### config.mk
export PLATFORM = sky130hd
export DESIGN_NAME = audio_ring_dma
export DESIGN_NICKNAME = d
export VERILOG_FILES = /design/src/rtl/audio_ring_dma.sv
export SDC_FILE = /design/constraint.sdc
export NUM_CORES = 1
export LEC_CHECK = 0
export ABC_CLOCK_PERIOD_IN_PS = 4200
export BUFFER_PORTS_ARGS = -buffer_cell sky130_fd_sc_hd__buf_2
export CAP_MARGIN = 15
export CORE_UTILIZATION = 35
export CTS_CLUSTER_SIZE = 40
export DETAILED_ROUTE_END_ITERATION = 10
export HOLD_SLACK_MARGIN = 0.08
export PLACE_DENSITY = 0.55
export SYNTH_ARGS = -nofsm -noshare
export SYNTH_HDL_FRONTEND = slang
export SYNTH_SLANG_ARGS = --single-unit
### constraint.sdc
create_clock -name clk -period 4.2 [get_ports clk]
set_input_delay 0.21 -clock clk [delete_from_list [all_inputs] [get_ports clk]]
set_output_delay 0.21 -clock clk [all_outputs]
set_load 0.01 [all_outputs]
### src/rtl/audio_ring_dma.sv
module audio_ring_dma #(
  parameter int RA_W     = 8,
  parameter int MA_W     = 32,
  parameter int CNT_W    = 16,
  parameter int DIV_FAST = 4,
  parameter int DIV_MID  = 8,
  parameter int DIV_SLOW = 9
) (
  input  logic              clk,
  input  logic              rst_n,
  input  logic              reg_wr,
  input  logic [RA_W-1:0]   reg_addr,
  input  logic [31:0]       reg_wdata,
  output logic [31:0]       reg_rdata,
  output logic              mem_wr_en,
  output logic [MA_W-1:0]   mem_wr_addr,
  output logic [31:0]       mem_wr_data,
  output logic              mem_rd_en,
  output logic [MA_W-1:0]   mem_rd_addr,
  input  logic [31:0]       mem_rd_data,
  output logic              bit_strobe,
  input  logic              ser_in,
  output logic              ser_out
);
  localparam int LEN_EFF = CNT_W - 6;
  localparam int WOFF_W  = LEN_EFF + 1;
  localparam int DIV_MAX = (DIV_SLOW > DIV_MID) ? ((DIV_SLOW > DIV_FAST) ? DIV_SLOW : DIV_FAST)
                                                : ((DIV_MID > DIV_FAST) ? DIV_MID : DIV_FAST);
  localparam int DIV_W   = $clog2(DIV_MAX + 1);

  logic [15:0]       ctl_q, len_q;
  logic [MA_W-1:0]   in_base_q, out_base_q;
  logic              running_q, rd_pend_q, pt_pend_q, ser_q;
  logic [DIV_W-1:0]  div_q, div_lim;
  logic [4:0]        bit_idx_q;
  logic [WOFF_W-1:0] woff_q, next_woff;
  logic [CNT_W-1:0]  bits_q, reload;
  logic [31:0]       in_sh_q, out_sh_q, out_nxt_q, in_word, pt_data_q;
  logic [MA_W-1:0]   pt_addr_q;
  logic              run, strobe, last_bit;
  logic              unused_bits;

  assign run       = (ctl_q[7] | ctl_q[8]) && (len_q[LEN_EFF-1:0] != '0);
  assign reload    = {len_q[LEN_EFF-1:0], 6'b0};
  assign last_bit  = (bits_q == CNT_W'(1));
  assign next_woff = last_bit ? '0 : woff_q + WOFF_W'(1);
  assign in_word   = {in_sh_q[30:0], ser_in};
  assign strobe    = running_q && run && (div_q >= div_lim - DIV_W'(1));
  assign bit_strobe = strobe;
  assign ser_out   = ser_q & ctl_q[2] & ctl_q[8] & running_q;
  assign unused_bits = ^{reg_addr[RA_W-1:5], len_q[15:LEN_EFF]};

  always_comb begin
    case ({ctl_q[11], ctl_q[9]})
      2'b01:   div_lim = DIV_W'(DIV_MID);
      2'b00:   div_lim = DIV_W'(DIV_SLOW);
      default: div_lim = DIV_W'(DIV_FAST);
    endcase
  end

  always_comb begin
    case (reg_addr[4:0])
      5'h00:   reg_rdata = {16'h0, ctl_q};
      5'h08:   reg_rdata = 32'h0040_0002;
      5'h0E:   reg_rdata = 32'(bits_q);
      5'h10:   reg_rdata = 32'(in_base_q);
      5'h14:   reg_rdata = 32'(out_base_q);
      5'h18:   reg_rdata = {16'h0, len_q};
      5'h1C:   reg_rdata = 32'h0000_0200;
      default: reg_rdata = '0;
    endcase
  end

  always_ff @(posedge clk or negedge rst_n) begin
    if (!rst_n) begin
      ctl_q      <= '0;
      len_q      <= '0;
      in_base_q  <= '0;
      out_base_q <= '0;
    end else if (reg_wr) begin
      case (reg_addr[4:0])
        5'h00: ctl_q      <= reg_wdata[15:0];
        5'h10: in_base_q  <= MA_W'(reg_wdata);
        5'h14: out_base_q <= MA_W'(reg_wdata);
        5'h18: len_q      <= reg_wdata[15:0];
        default: ;
      endcase
    end
  end

  always_ff @(posedge clk or negedge rst_n) begin
    if (!rst_n) begin
      running_q   <= 1'b0;
      div_q       <= '0;
      bit_idx_q   <= '0;
      woff_q      <= '0;
      bits_q      <= '0;
      in_sh_q     <= '0;
      out_sh_q    <= '0;
      out_nxt_q   <= '0;
      rd_pend_q   <= 1'b0;
      pt_pend_q   <= 1'b0;
      pt_addr_q   <= '0;
      pt_data_q   <= '0;
      ser_q       <= 1'b0;
      mem_wr_en   <= 1'b0;
      mem_wr_addr <= '0;
      mem_wr_data <= '0;
      mem_rd_en   <= 1'b0;
      mem_rd_addr <= '0;
    end else begin
      mem_wr_en <= 1'b0;
      mem_rd_en <= 1'b0;
      rd_pend_q <= mem_rd_en;
      if (rd_pend_q) out_nxt_q <= mem_rd_data;

      if (!run) begin
        running_q <= 1'b0;
        div_q     <= '0;
        bit_idx_q <= '0;
        woff_q    <= '0;
        bits_q    <= '0;
        pt_pend_q <= 1'b0;
        ser_q     <= 1'b0;
      end else if (!running_q) begin
        running_q <= 1'b1;
        bits_q    <= reload;
        div_q     <= '0;
        bit_idx_q <= '0;
        woff_q    <= '0;
        if (ctl_q[8]) begin
          mem_rd_en   <= 1'b1;
          mem_rd_addr <= out_base_q;
        end
      end else begin
        div_q <= strobe ? '0 : div_q + DIV_W'(1);
        if (pt_pend_q) begin
          mem_wr_en   <= 1'b1;
          mem_wr_addr <= pt_addr_q;
          mem_wr_data <= pt_data_q;
          pt_pend_q   <= 1'b0;
        end
        if (strobe) begin
          bits_q    <= last_bit ? reload : bits_q - CNT_W'(1);
          bit_idx_q <= bit_idx_q + 5'd1;
          in_sh_q   <= in_word;
          if (bit_idx_q == 5'd0) begin
            ser_q    <= out_nxt_q[31];
            out_sh_q <= {out_nxt_q[30:0], 1'b0};
          end else begin
            ser_q    <= out_sh_q[31];
            out_sh_q <= {out_sh_q[30:0], 1'b0};
          end
          if (bit_idx_q == 5'd31) begin
            woff_q <= next_woff;
            if (ctl_q[7]) begin
              mem_wr_en   <= 1'b1;
              mem_wr_addr <= in_base_q + MA_W'({woff_q, 2'b00});
              mem_wr_data <= in_word;
              if (ctl_q[6]) begin
                pt_pend_q <= 1'b1;
                pt_addr_q <= out_base_q + MA_W'({woff_q, 2'b00});
                pt_data_q <= in_word;
              end
            end
            if (ctl_q[8]) begin
              mem_rd_en   <= 1'b1;
              mem_rd_addr <= out_base_q + MA_W'({next_woff, 2'b00});
            end
          end
        end
      end
    end
  end
endmodule

# After elaboration in Yosys (flattened, before gate mapping)
# Cells that the tools add are included.
dict set report totals {
  reg_bits 393
  inputBits 76
  output_inout_bits 132
  wordCells 122
}
dict set report op_classes {
  addsub 8
  magnitude_cmp 1
  eq_ne 16
  n_mux 53
  n_bitwise 4
  reduce_logical 18
}
# operator n
set ops {}
lappend ops {{$mux W32} 14}
lappend ops {{$pmux W32 S7} 1}
lappend ops {{$add A32 B13 Y32} 3}
lappend ops {{$mux W16} 4}
lappend ops {{$mux W11} 5}
lappend ops {{$eq A5 B5 Y1 const B} 5}
lappend ops {{$mux W1} 22}
lappend ops {{$eq A16 B1 Y1 const B} 1}
lappend ops {{$sub A16 B1 Y16 const B} 1}
lappend ops {{$mux W5} 3}
lappend ops {{$reduce_and A2 Y1} 7}
lappend ops {{$mux W4} 3}
lappend ops {{$add A11 B1 Y11 const B} 1}
lappend ops {{$eq A5 B4 Y1 const B} 2}
lappend ops {{$logic_not A5 Y1} 2}
lappend ops {{$reduce_bool A10 Y1} 1}
lappend ops {{$pmux W4 S2} 1}
lappend ops {{$ne A2 B1 Y1 const B} 3}
lappend ops {{$ne A3 B2 Y1 const B} 2}
lappend ops {{$reduce_and A6 Y1} 1}
lappend ops {{$add A5 B1 Y5 const B} 1}
lappend ops {{$reduce_and A5 Y1} 1}
lappend ops {{$add A4 B1 Y4 const B} 1}
lappend ops {{$ge A4 B4 Y1} 1}
lappend ops {{10 further kinds} 14}

# Depth between registers and ports, before layout
# Gate-level depths: netlist of the first run.
dict set report depth {
  word_depth 8
  mapped_depth 17
  mapped_depth_nobuf 15
}

# Worst setup path after synthesis of the first run
# No wires, ideal clock.
dict set report synth_timing {
  path_kind {flip-flop to flip-flop}
  start {register bits_q[5]}
  end {register mem_rd_addr[28]}
  setup_time_ns 0.137
  t_arrival_ns 3.448
  t_required_ns 4.063
  path_slack_ns 0.616
  stages_incl_launch_ff 18
  path_buffers 3
  synth_period_minus_slack_ns 3.584
  path_cell_list {dfrtp_1 -> or3_1 -> buf_2 -> or3_1 -> buf_6 -> nor2_8 -> buf_2 -> nor2_1 -> ha_1 -> inv_1 -> fa_1 -> nor2b_1 -> o31a_1 -> o311ai_1 -> a31oi_2 -> nand3_1 -> xor2_1 -> a21oi_1}
}
dict set report synth_via {
  elab_chain_cells 7
}
# element line_no
set synth_lines {}
lappend synth_lines {{from (decl)} 37} ;# logic [CNT_W-1:0] bits_q, reload;
lappend synth_lines {{from (signal assigned)} 127} ;# bits_q <= reload;
lappend synth_lines {{from (signal assigned)} 144} ;# bits_q <= last_bit ? reload : bits_q - CNT_W'(1);
lappend synth_lines {{$eq A16 B1 Y1} 45} ;# assign last_bit = (bits_q == CNT_W'(1));
lappend synth_lines {{$mux W11} 46} ;# assign next_woff = last_bit ? '0 : woff_q + WOFF_W'(1);
lappend synth_lines {{$add A32 B13 Y32} 168} ;# mem_rd_addr <= out_base_q + MA_W'({next_woff, 2'b00});
lappend synth_lines {{$mux W32} 166} ;# if (ctl_q[8]) begin
lappend synth_lines {{$mux W32} 154} ;# if (bit_idx_q == 5'd31) begin
lappend synth_lines {{$mux W32} 143} ;# if (strobe) begin
lappend synth_lines {{$mux W32} 125} ;# end else if (!running_q) begin
lappend synth_lines {{to (signal assigned)} 133} ;# mem_rd_addr <= out_base_q;
lappend synth_lines {{to (signal assigned)} 168}
lappend synth_lines {{to (decl)} 19} ;# output logic [MA_W-1:0] mem_rd_addr,
# No other way between the ends. The select of a mux whose other input is x is not followed.
# A chain may end at the register's enable or synchronous reset.

# Worst setup path in the final report of the first run
dict set report layout_timing {
  start {register bits_q[5]}
  end {register mem_rd_addr[30]}
}
# Same word-level chain as after synthesis.

==> report_table.html, run 1 <==
<table>
<tr><th>Metric</th><th>Value</th></tr>
<tr><th colspan="2">CTS</th></tr>
<tr><td>Cell at the root of the clock tree</td><td>sky130_fd_sc_hd__clkbuf_16</td></tr>
<tr><td>Number of H-tree levels</td><td>2</td></tr>
<tr><td>Largest buffer count on any clock path</td><td>3</td></tr>
<tr><td>Number of clock sinks seen by CTS</td><td>392</td></tr>
<tr><td>Clock Pin Slew Worst Setup and Hold Paths</td><td>60 ps</td></tr>
<tr><td>Total CTS buffers</td><td>46</td></tr>
<tr><td>Clock tree from TritonCTS</td><td>done</td></tr>
<tr><td>Post-CTS setup repair buffer count</td><td>0</td></tr>
<tr><td>Skew-Pair Late Insertion Delay</td><td>580 ps</td></tr>
<tr><th colspan="2">Synthesis</th></tr>
<tr><td>Count of state elements after synthesis</td><td>just under 400</td></tr>
<tr><td>Synthesis warning total</td><td>0</td></tr>
<tr><td>Syn nets</td><td>1967</td></tr>
<tr><td>Number of enable flip-flop cells after synthesis</td><td>0</td></tr>
<tr><td>Number of instances in the synthesized netlist</td><td>between 1500 and 2000</td></tr>
<tr><td>Mean post-synth cell area</td><td>between 10 and 15 µm²</td></tr>
<tr><td>Synth area leader</td><td>sky130_fd_sc_hd__dfrtp_1</td></tr>
<tr><td>Share of synthesized area occupied by flip-flops and latches</td><td>around half</td></tr>
<tr><td>Async SR Flop Fraction</td><td>100%</td></tr>
<tr><td>Most area-consuming cells after synthesis</td><td>sky130_fd_sc_hd__dfrtp_1 (51%), sky130_fd_sc_hd__mux2_2 (9.6%), sky130_fd_sc_hd__nand2_1 (4.9%)</td></tr>
<tr><td>Cell Area, Synth</td><td>between 15000 and 20000 µm²</td></tr>
<tr><td>Top FF cell, synth</td><td>sky130_fd_sc_hd__dfrtp_1</td></tr>
<tr><td>Synth cell types</td><td>70</td></tr>
<tr><td>Area share of the largest cell type after synthesis</td><td>51.4%</td></tr>
<tr><th colspan="2">Placement</th></tr>
<tr><td>GP Congestion</td><td>approximately 0.9</td></tr>
<tr><td>Port Buffers</td><td>204</td></tr>
<tr><td>Total placed cells including tap cells</td><td>between 2000 and 3000</td></tr>
<tr><td>DP Wirelength</td><td>38400 µm</td></tr>
<tr><td>DP Area</td><td>20900 µm²</td></tr>
<tr><th colspan="2">Worst hold path</th></tr>
<tr><td>Cell depth of the worst hold path</td><td>4</td></tr>
<tr><td>Type of the most critical hold path</td><td>input port to register</td></tr>
<tr><td>Hold Path Origin</td><td>reg_wr</td></tr>
<tr><td>Endpoint with the worst hold slack</td><td>ctl_q[10]$_DFFE_PN0P_</td></tr>
<tr><th colspan="2">Detailed routing</th></tr>
<tr><td>Number of nets with antenna violations after detailed routing</td><td>0</td></tr>
<tr><td>DRC violation count after routing</td><td>0</td></tr>
<tr><td>Post-Route WL</td><td>around 56000 µm</td></tr>
<tr><td>Number of DRC violations after detailed-routing iteration 0</td><td>about 1200</td></tr>
<tr><td>Number of iterations in the first detailed-routing pass</td><td>5</td></tr>
<tr><td>Wire length per cell after detailed routing</td><td>around 20 µm</td></tr>
<tr><td>Vias per Instance</td><td>about 5.3</td></tr>
<tr><td>Routed via count</td><td>approximately 15000</td></tr>
<tr><th colspan="2">STA</th></tr>
<tr><td>Minimum period implied by the final worst setup slack</td><td>3920 ps</td></tr>
<tr><td>Final Max Tran Viols</td><td>0</td></tr>
<tr><td>Max_slew headroom</td><td>a little under two fifths</td></tr>
<tr><td>Period utilization</td><td>93.4%</td></tr>
<tr><td>Worst setup skew after layout</td><td>roughly 17 ps</td></tr>
<tr><td>Worst-margin pin slew</td><td>927 ps</td></tr>
<tr><td>Final setup viols</td><td>0</td></tr>
<tr><td>Unrepaired setup endpoints after global routing</td><td>no</td></tr>
<tr><td>Final hold violation count</td><td>0</td></tr>
<tr><td>Post-route setup TNS</td><td>0 ps</td></tr>
<tr><td>Highest achievable clock rate</td><td>0.255 GHz</td></tr>
<tr><th colspan="2">Power</th></tr>
<tr><td>Switching power</td><td>roughly 3.7 mW</td></tr>
<tr><td>Fraction of power consumed by sequential logic</td><td>a little over two fifths</td></tr>
<tr><td>Ratio of total power to cell area</td><td>509 nW/µm²</td></tr>
<tr><td>Standby leakage power</td><td>about 11 nW</td></tr>
<tr><td>Power Internal</td><td>~8 mW</td></tr>
<tr><td>Tot Pwr</td><td>between 10 and 15 mW</td></tr>
<tr><td>Peak supply drop</td><td>about 0.42 mV</td></tr>
<tr><td>Share of total power consumed by net switching</td><td>between 30% and 40%</td></tr>
<tr><td>Fraction of power consumed by the clock network</td><td>34.7%</td></tr>
<tr><td>Combinational fraction of design power</td><td>around 22%</td></tr>
<tr><th colspan="2">GRT</th></tr>
<tr><td>Combined global-route utilization of all metal layers</td><td>approximately a fifth</td></tr>
<tr><td>Via count of the first global-routing pass</td><td>approximately 15000</td></tr>
<tr><td>First-pass GRT wire length</td><td>about 88000 µm</td></tr>
<tr><td>Maximum number of pins on one net before global-route repair</td><td>approximately 110</td></tr>
<tr><td>Global route overflow</td><td>0</td></tr>
<tr><td>Antenna violations before repair</td><td>0</td></tr>
<tr><th colspan="2">Worst setup path</th></tr>
<tr><td>Timing startpoint of the critical path</td><td>bits_q[5]$_DFFE_PN0P_</td></tr>
<tr><td>Endpoint kind of the worst setup timing path</td><td>register</td></tr>
<tr><td>Critical path's slowest cell</td><td>sky130_fd_sc_hd__o311ai_1</td></tr>
<tr><td>Reg2reg path depth</td><td>14</td></tr>
<tr><td>CP Data Arrival Time</td><td>4380 ps</td></tr>
<tr><td>Worst reg2reg startpoint</td><td>bits_q[5]$_DFFE_PN0P_</td></tr>
<tr><td>Reg-to-Reg End</td><td>mem_rd_addr[30]$_DFFE_PN0P_</td></tr>
<tr><td>Setup slack of the worst register-to-register path</td><td>between 200 and 300 ps</td></tr>
<tr><td>Cell Chain, Critical Path</td><td>or3_1 &gt; or3_1 &gt; nor2_8 &gt; nor2_1 &gt; ha_1 &gt; inv_1 &gt; fa_1 &gt; nor2b_1 &gt; o31a_1 &gt; o311ai_1 &gt; a31oi_4 &gt; nand3_1 &gt; xor2_1 &gt; a21oi_1</td></tr>
<tr><td>Kind of start point of the critical path</td><td>register</td></tr>
<tr><td>Worst EP required</td><td>4650 ps</td></tr>
<tr><td>Critical path class</td><td>register to register</td></tr>
<tr><td>Largest stage delay on the critical path</td><td>between 500 and 600 ps</td></tr>
<tr><td>Most used cell, CP</td><td>sky130_fd_sc_hd__or3_1</td></tr>
<tr><td>Maximum fanout along the worst path</td><td>9</td></tr>
<tr><th colspan="2">Floorplan</th></tr>
<tr><td>Core Footprint</td><td>53800 µm²</td></tr>
<tr><td>Die area</td><td>around 56000 µm²</td></tr>
<tr><td>Std-Cell Rows</td><td>85</td></tr>
<tr><td>Initial core utilization</td><td>35.5%</td></tr>
<tr><td>Die Y-Extent</td><td>about 240 µm</td></tr>
<tr><td>X dimension of the die</td><td>roughly 240 µm</td></tr>
<tr><td>Ports placed on the boundary</td><td>208</td></tr>
<tr><th colspan="2">Final layout</th></tr>
<tr><td>Core Util, Final</td><td>43.0%</td></tr>
<tr><td>Highest-count cells in the layout ignoring fill and taps</td><td>sky130_fd_sc_hd__dfrtp_1 (392), sky130_fd_sc_hd__nand2_1 (248), sky130_fd_sc_hd__buf_2 (203)</td></tr>
<tr><td>Number of antenna cells inserted</td><td>0</td></tr>
<tr><td>Nets</td><td>between 2000 and 2500</td></tr>
<tr><td>Fraction of final layout cells with drive strength greater than 1</td><td>23.7%</td></tr>
<tr><td>Multi-input gate area in the final layout</td><td>between 8000 and 9000 µm²</td></tr>
<tr><td>Post-route insts no fill</td><td>between 2000 and 3000</td></tr>
<tr><td>Most common cell after layout, fill and taps aside</td><td>sky130_fd_sc_hd__dfrtp_1</td></tr>
<tr><td>FF/Latch Area</td><td>~10000 µm²</td></tr>
<tr><td>Layout overhead on the synthesized area</td><td>21.2%</td></tr>
<tr><td>Fill cell total of the finished layout</td><td>between 5000 and 6000</td></tr>
<tr><td>Layout Cell Area excl Fill</td><td>23100 µm²</td></tr>
<tr><th colspan="2">Run status</th></tr>
<tr><td>Run status</td><td>complete, no violations</td></tr>
<tr><th colspan="2">Run</th></tr>
<tr><td>Maximum Capacitance Violations</td><td>0</td></tr>
</table>
==> how the worst max path moves through the flow <==
| stage | slack, ps | to |
|---|---|---|
| floorplan | 620 | mem_rd_addr[28]$_DFFE_PN0P_ |
| global placement | 340 | mem_rd_addr[30]$_DFFE_PN0P_ |
| detailed placement | 270 | mem_rd_addr[30]$_DFFE_PN0P_ |
| CTS | 260 | mem_rd_addr[30]$_DFFE_PN0P_ |
| global route | 60 | mem_rd_addr[16]$_DFFE_PN0P_ |
| finish | 280 | mem_rd_addr[30]$_DFFE_PN0P_ |
==> power by group through the flow <==
stage / clock (mW) / combinational, mW / sequential [mW]
2_1_floorplan: 0 / 1.76 / 4.96
3_3_place_gp: 0 / 2.45 / 5.18
3_5_place_dp: 0 / 2.51 / 5.19
4_1_cts: 4.21 / 2.57 / 5.14
5_1_grt: 4.37 / 2.83 / 5.22
6_report: 4.09 / 2.55 / 5.14
==> state kept, by name, summed over array words and instances (netlist names), 4 cells and up <==
name	count
in_base_q	32
mem_rd_addr	32
mem_wr_addr	32
mem_wr_data	32
out_base_q	32
out_nxt_q	32
pt_addr_q	32
pt_data_q	32
in_sh_q	31
out_sh_q	31
bits_q	16
ctl_q	16
len_q	16
woff_q	11
bit_idx_q	5
div_q	4
==> routing by layer <==
layer / vias to the layer above / global-route usage (%) / share of wire (%)
met4: 0 / 6.50 / 2.6
met2: 392 / 32.5 / 47
li1: 7059 / - / -
met1: 7468 / 28.1 / 46
met3: 89 / 2.88 / 4.5
met5: - / 0 / 0
==> metrics by stage <==
step	hold WS (ps)	setup WS, ps
after global routing	306	55.9
after detailed placement	352	272
final	293	276
after CTS	263	262
after floorplan	-85.6	616
after global placement	353	340
==> critical path, delay by kind of cell, from the launching register on <==
family                     cells  cell delay, ps
and+or+nand+nor                6            1500
AOI/OAI and AO/OA              4            1210
DFF                            1             440
adders and majority gates      2             410
xor gates and xnor gates       1             160
buffers and inverters          1              70
==> kinds of logic (layout without fill, tap and decap cells) <==
| group | after synthesis | in the layout | synth area share, % |
|---|---|---|---|
| and+or+nand+nor | 550 | 550 | 12.7 |
| AOI/OAI and AO/OA | 426 | 426 | 13.6 |
| DFF | 392 | 392 | 51.4 |
| muxes | 209 | 209 | 12.1 |
| buffers and inverters | 132 | 415 | 2.99 |
| xor gates and xnor gates | 88 | 88 | 4.04 |
| adders and majority gates | 47 | 47 | 3.20 |
==> repair_timing <==
| action | 4_1_cts | 5_1_grt |
|---|---|---|
| hold buffers | 66 | 0 |
| hold endpoints to repair | 234 | 0 |
| endpoints found under the setup margin | 0 | 1 |
| gates resized for setup | 0 | 1 |
==> synthesized netlist by cell type (all sizes together) (40+ instances only) <==
master    n
o22ai    51
dfrtp   392
clkbuf   56
xnor2    42
a21oi   131
ha       44
o21ai   125
mux2    169
buf      53
mux2i    40
nand3    41
nand2   252
xor2     46
nor2    150
==> area by class of cell <==
cell class	instances	area share [%]
repair buffers	309	8.90
well taps	696	3.76
flip-flops and latches	392	42.4
inverters	23	0.373
multi-input cells	1320	37.9
clock buffers	67	5.79
clock inverters	16	0.887
(Power assumes the default switching activity.)
==> run 2, diff against run 1 <==
- BUFFER_PORTS_ARGS: -buffer_cell sky130_fd_sc_hd__buf_2 -> -buffer_cell sky130_fd_sc_hd__clkbuf_2
- CAP_MARGIN: 15 -> 5
==> run 2 against run 1 <==
  * Sequential power about the same
  * Register-to-register slack improved by 110 ps
  * Non-clock buffer count decreased by 1
  * Combinational power about the same
  * Via count decreased by 0.22%
  * Die area unchanged
  * Critical path type unchanged
==> report_table.html, run 2 (synthesized netlist as in run 1, its figures left out) <==
<table>
<tr><th>Metric</th><th>Value</th></tr>
<tr><th colspan="2">Power</th></tr>
<tr><td>Standby leakage power</td><td>11.1 nW (-0.67%)</td></tr>
<tr><td>Ratio of total power to cell area</td><td>511 nW/µm² (+0.33%)</td></tr>
<tr><td>Tot Pwr</td><td>11.8 mW (+0.34%)</td></tr>
<tr><td>Peak supply drop</td><td>0.341 mV (-19%)</td></tr>
<tr><th colspan="2">CTS</th></tr>
<tr><td>Largest buffer count on any clock path</td><td>3 (unchanged)</td></tr>
<tr><td>Cell at the root of the clock tree</td><td>sky130_fd_sc_hd__clkbuf_16</td></tr>
<tr><td>Post-CTS setup repair buffer count</td><td>0 (unchanged)</td></tr>
<tr><td>Clock Pin Slew Worst Setup and Hold Paths</td><td>60 ps (about the same)</td></tr>
<tr><td>Skew-Pair Late Insertion Delay</td><td>580 ps (about the same)</td></tr>
<tr><td>Number of H-tree levels</td><td>2 (unchanged)</td></tr>
<tr><td>Clock tree from TritonCTS</td><td>done</td></tr>
<tr><td>Number of clock sinks seen by CTS</td><td>392 (unchanged)</td></tr>
<tr><td>Total CTS buffers</td><td>46 (unchanged)</td></tr>
<tr><th colspan="2">Detailed routing</th></tr>
<tr><td>DRC violation count after routing</td><td>0 (unchanged)</td></tr>
<tr><td>Post-Route WL</td><td>56300 µm (+0.84%)</td></tr>
<tr><td>Number of nets with antenna violations after detailed routing</td><td>0 (unchanged)</td></tr>
<tr><td>Routed via count</td><td>14975 (-0.22%)</td></tr>
<tr><td>Number of iterations in the first detailed-routing pass</td><td>5 (unchanged)</td></tr>
<tr><td>Wire length per cell after detailed routing</td><td>19.9 µm (+0.88%)</td></tr>
<tr><td>Vias per Instance</td><td>5.31 (-0.18%)</td></tr>
<tr><td>Number of DRC violations after detailed-routing iteration 0</td><td>1059 (-13%)</td></tr>
<tr><th colspan="2">Worst setup path</th></tr>
<tr><td>Reg2reg path depth</td><td>14 (unchanged)</td></tr>
<tr><td>Cell family contributing the most delay on the critical path</td><td>simple AND/OR/NAND/NOR gates</td></tr>
<tr><td>Critical path class</td><td>register to register</td></tr>
<tr><td>Bufs and invs on worst path</td><td>1 (unchanged)</td></tr>
<tr><td>Path length in cells of the critical path</td><td>14 (unchanged)</td></tr>
<tr><td>Critical path's slowest cell</td><td>sky130_fd_sc_hd__or3_1</td></tr>
<tr><td>Largest stage delay on the critical path</td><td>510 ps (-40 ps)</td></tr>
<tr><td>Most used cell, CP</td><td>sky130_fd_sc_hd__or3_1</td></tr>
<tr><td>Cell Chain, Critical Path</td><td>or3_1 &gt; or3_1 &gt; nor2_8 &gt; nor2_1 &gt; ha_1 &gt; inv_1 &gt; fa_1 &gt; nor2b_1 &gt; o31a_1 &gt; o311ai_2 &gt; a31oi_4 &gt; nand3_1 &gt; xor2_1 &gt; a21oi_1</td></tr>
<tr><td>Reg-to-Reg End</td><td>mem_rd_addr[28]$_DFFE_PN0P_</td></tr>
<tr><td>Setup slack of the worst register-to-register path</td><td>390 ps (+110 ps)</td></tr>
<tr><td>Kind of start point of the critical path</td><td>register</td></tr>
<tr><td>Worst EP required</td><td>4660 ps (about the same)</td></tr>
<tr><td>Maximum fanout along the worst path</td><td>17 (+8)</td></tr>
<tr><td>Worst reg2reg startpoint</td><td>bits_q[5]$_DFFE_PN0P_</td></tr>
<tr><td>CP Data Arrival Time</td><td>4270 ps (-110 ps)</td></tr>
<tr><td>Endpoint kind of the worst setup timing path</td><td>register</td></tr>
<tr><th colspan="2">Final layout</th></tr>
<tr><td>Core Util, Final</td><td>43.0% (about the same)</td></tr>
<tr><td>Layout overhead on the synthesized area</td><td>21.2% (about the same)</td></tr>
<tr><td>Number of antenna cells inserted</td><td>0 (unchanged)</td></tr>
<tr><td>Most common cell after layout, fill and taps aside</td><td>sky130_fd_sc_hd__dfrtp_1</td></tr>
<tr><td>Layout Cell Area excl Fill</td><td>23100 µm² (about the same)</td></tr>
<tr><td>Highest-count cells in the layout ignoring fill and taps</td><td>sky130_fd_sc_hd__dfrtp_1 (392), sky130_fd_sc_hd__nand2_1 (248), sky130_fd_sc_hd__clkbuf_2 (203)</td></tr>
<tr><td>Fraction of final layout cells with drive strength greater than 1</td><td>23.9% (+0.15 points)</td></tr>
<tr><td>Nets</td><td>2214 (-0.045%)</td></tr>
<tr><th colspan="2">STA</th></tr>
<tr><td>Highest achievable clock rate</td><td>0.262 GHz (+3.0%)</td></tr>
<tr><td>Max_slew headroom</td><td>38.7% (+0.90 points)</td></tr>
<tr><td>Minimum period implied by the final worst setup slack</td><td>3810 ps (-114 ps)</td></tr>
<tr><td>Final setup viols</td><td>0 (unchanged)</td></tr>
<tr><td>Worst Hold Slack</td><td>263 ps (-30.1 ps)</td></tr>
<tr><td>Unrepaired setup endpoints after global routing</td><td>no</td></tr>
<tr><td>Worst-margin pin slew</td><td>917 ps (-10.6 ps)</td></tr>
<tr><td>Final hold violation count</td><td>0 (unchanged)</td></tr>
<tr><td>Final Max Tran Viols</td><td>0 (unchanged)</td></tr>
<tr><td>Period utilization</td><td>90.7% (-2.7 points)</td></tr>
<tr><td>Post-route setup TNS</td><td>0 ps (unchanged)</td></tr>
<tr><td>Worst setup skew after layout</td><td>20.2 ps (+2.79 ps)</td></tr>
<tr><th colspan="2">GRT</th></tr>
<tr><td>Via count of the first global-routing pass</td><td>15072 (+0.43%)</td></tr>
<tr><td>Maximum number of pins on one net before global-route repair</td><td>100 (-8.3%)</td></tr>
<tr><td>Antenna violations before repair</td><td>0 (unchanged)</td></tr>
<tr><td>Global route overflow</td><td>0 (unchanged)</td></tr>
<tr><td>First-pass GRT wire length</td><td>88600 µm (+0.30%)</td></tr>
<tr><td>Combined global-route utilization of all metal layers</td><td>20.4% (+0.13 points)</td></tr>
<tr><th colspan="2">Floorplan</th></tr>
<tr><td>Std-Cell Rows</td><td>85 (unchanged)</td></tr>
<tr><td>Core Footprint</td><td>53800 µm² (unchanged)</td></tr>
<tr><td>Die Y-Extent</td><td>236 µm (unchanged)</td></tr>
<tr><td>Ports placed on the boundary</td><td>208 (unchanged)</td></tr>
<tr><td>Die area</td><td>55500 µm² (unchanged)</td></tr>
<tr><td>X dimension of the die</td><td>236 µm (unchanged)</td></tr>
<tr><td>Initial core utilization</td><td>35.5% (unchanged)</td></tr>
<tr><th colspan="2">Run status</th></tr>
<tr><td>Run status</td><td>complete, no violations</td></tr>
<tr><th colspan="2">Run</th></tr>
<tr><td>Maximum Capacitance Violations</td><td>0 (unchanged)</td></tr>
<tr><th colspan="2">Placement</th></tr>
<tr><td>DP Wirelength</td><td>38500 µm (+0.17%)</td></tr>
<tr><td>DP Area</td><td>20900 µm² (about the same)</td></tr>
<tr><td>GP Congestion</td><td>0.874 (-0.60%)</td></tr>
<tr><td>Port Buffers</td><td>204 (unchanged)</td></tr>
<tr><th colspan="2">Worst hold path</th></tr>
<tr><td>Type of the most critical hold path</td><td>input port to asynchronous set/reset pin</td></tr>
</table>
-- run 2: cell types whose count changed in the layout (fill, tap and decap cells not counted), sizes merged --
cell | previous run | this run
buf | 243 | 39
bufinv | 4 | 5
clkbuf | 67 | 264
clkinv | 9 | 14
-- run 2: cell type report --
| cell class | instances | area [µm²] |
|---|---|---|
| inverter | 23 | 86.3 |
| clock inverter | 22 | 272 |
| timing repair buffer | 308 | 2040 |
| fill | 5177 | 30700 |
| multi-input combinational | 1320 | 8780 |
| clock buffer | 61 | 1290 |
| sequential | 392 | 9810 |
| tap | 696 | 871 |
-- run 2: worst max path at each step --
stage,start,end,slack (ps)
after CTS,bits_q[5]$_DFFE_PN0P_,mem_rd_addr[28]$_DFFE_PN0P_,220
after floorplan,bits_q[5]$_DFFE_PN0P_,mem_rd_addr[28]$_DFFE_PN0P_,620
after global routing,bits_q[5]$_DFFE_PN0P_,mem_rd_addr[16]$_DFFE_PN0P_,180
after global placement,bits_q[5]$_DFFE_PN0P_,mem_rd_addr[16]$_DFFE_PN0P_,270
final,bits_q[5]$_DFFE_PN0P_,mem_rd_addr[28]$_DFFE_PN0P_,390
after detailed placement,bits_q[5]$_DFFE_PN0P_,mem_rd_addr[28]$_DFFE_PN0P_,230
-- run 2: metrics by stage --
step	setup slack, ps	cells
after floorplan	616	1844
after global routing	184	2822
after CTS	216	2822
after global placement	267	2673
final	390	2822
after detailed placement	229	2673
-- run 2: layer usage --
| layer | vias up | track usage [%] | share of wire [%] |
|---|---|---|---|
| li1 | 7051 | - | - |
| met1 | 7400 | 27.8 | 45 |
| met2 | 426 | 32.5 | 46 |
| met3 | 98 | 3.28 | 5.2 |
| met4 | 0 | 7.59 | 3.2 |
| met5 | - | 0 | 0 |
-- run 2: worst register-to-register path: cells and delay by family (launching register included) --
family                   cells  cell delay, ps
XOR/XNOR                     1             150
flip-flops                   1             450
AO/OA/AOI/OAI                4            1040
buffers and inverters        1              70
adder cells (fa/ha/maj)      2             400
AND/OR/NAND/NOR              6            1600
-- run 2: timing repair --
action / 4_1_cts / 5_1_grt
hold buffers: 66 / 0
endpoints found under the hold margin: 215 / 0
setup endpoints to repair: 0 / 2
resized for setup: 0 / 2
-- run 2: power breakdown --
| part | internal (mW) | switching (mW) | leakage (nW) | total (mW) |
|---|---|---|---|---|
| logic | 1.11 | 1.43 | 5.14 | 2.54 |
| clock network | 2.47 | 1.67 | 0.771 | 4.14 |
| registers | 4.46 | 0.682 | 5.18 | 5.14 |
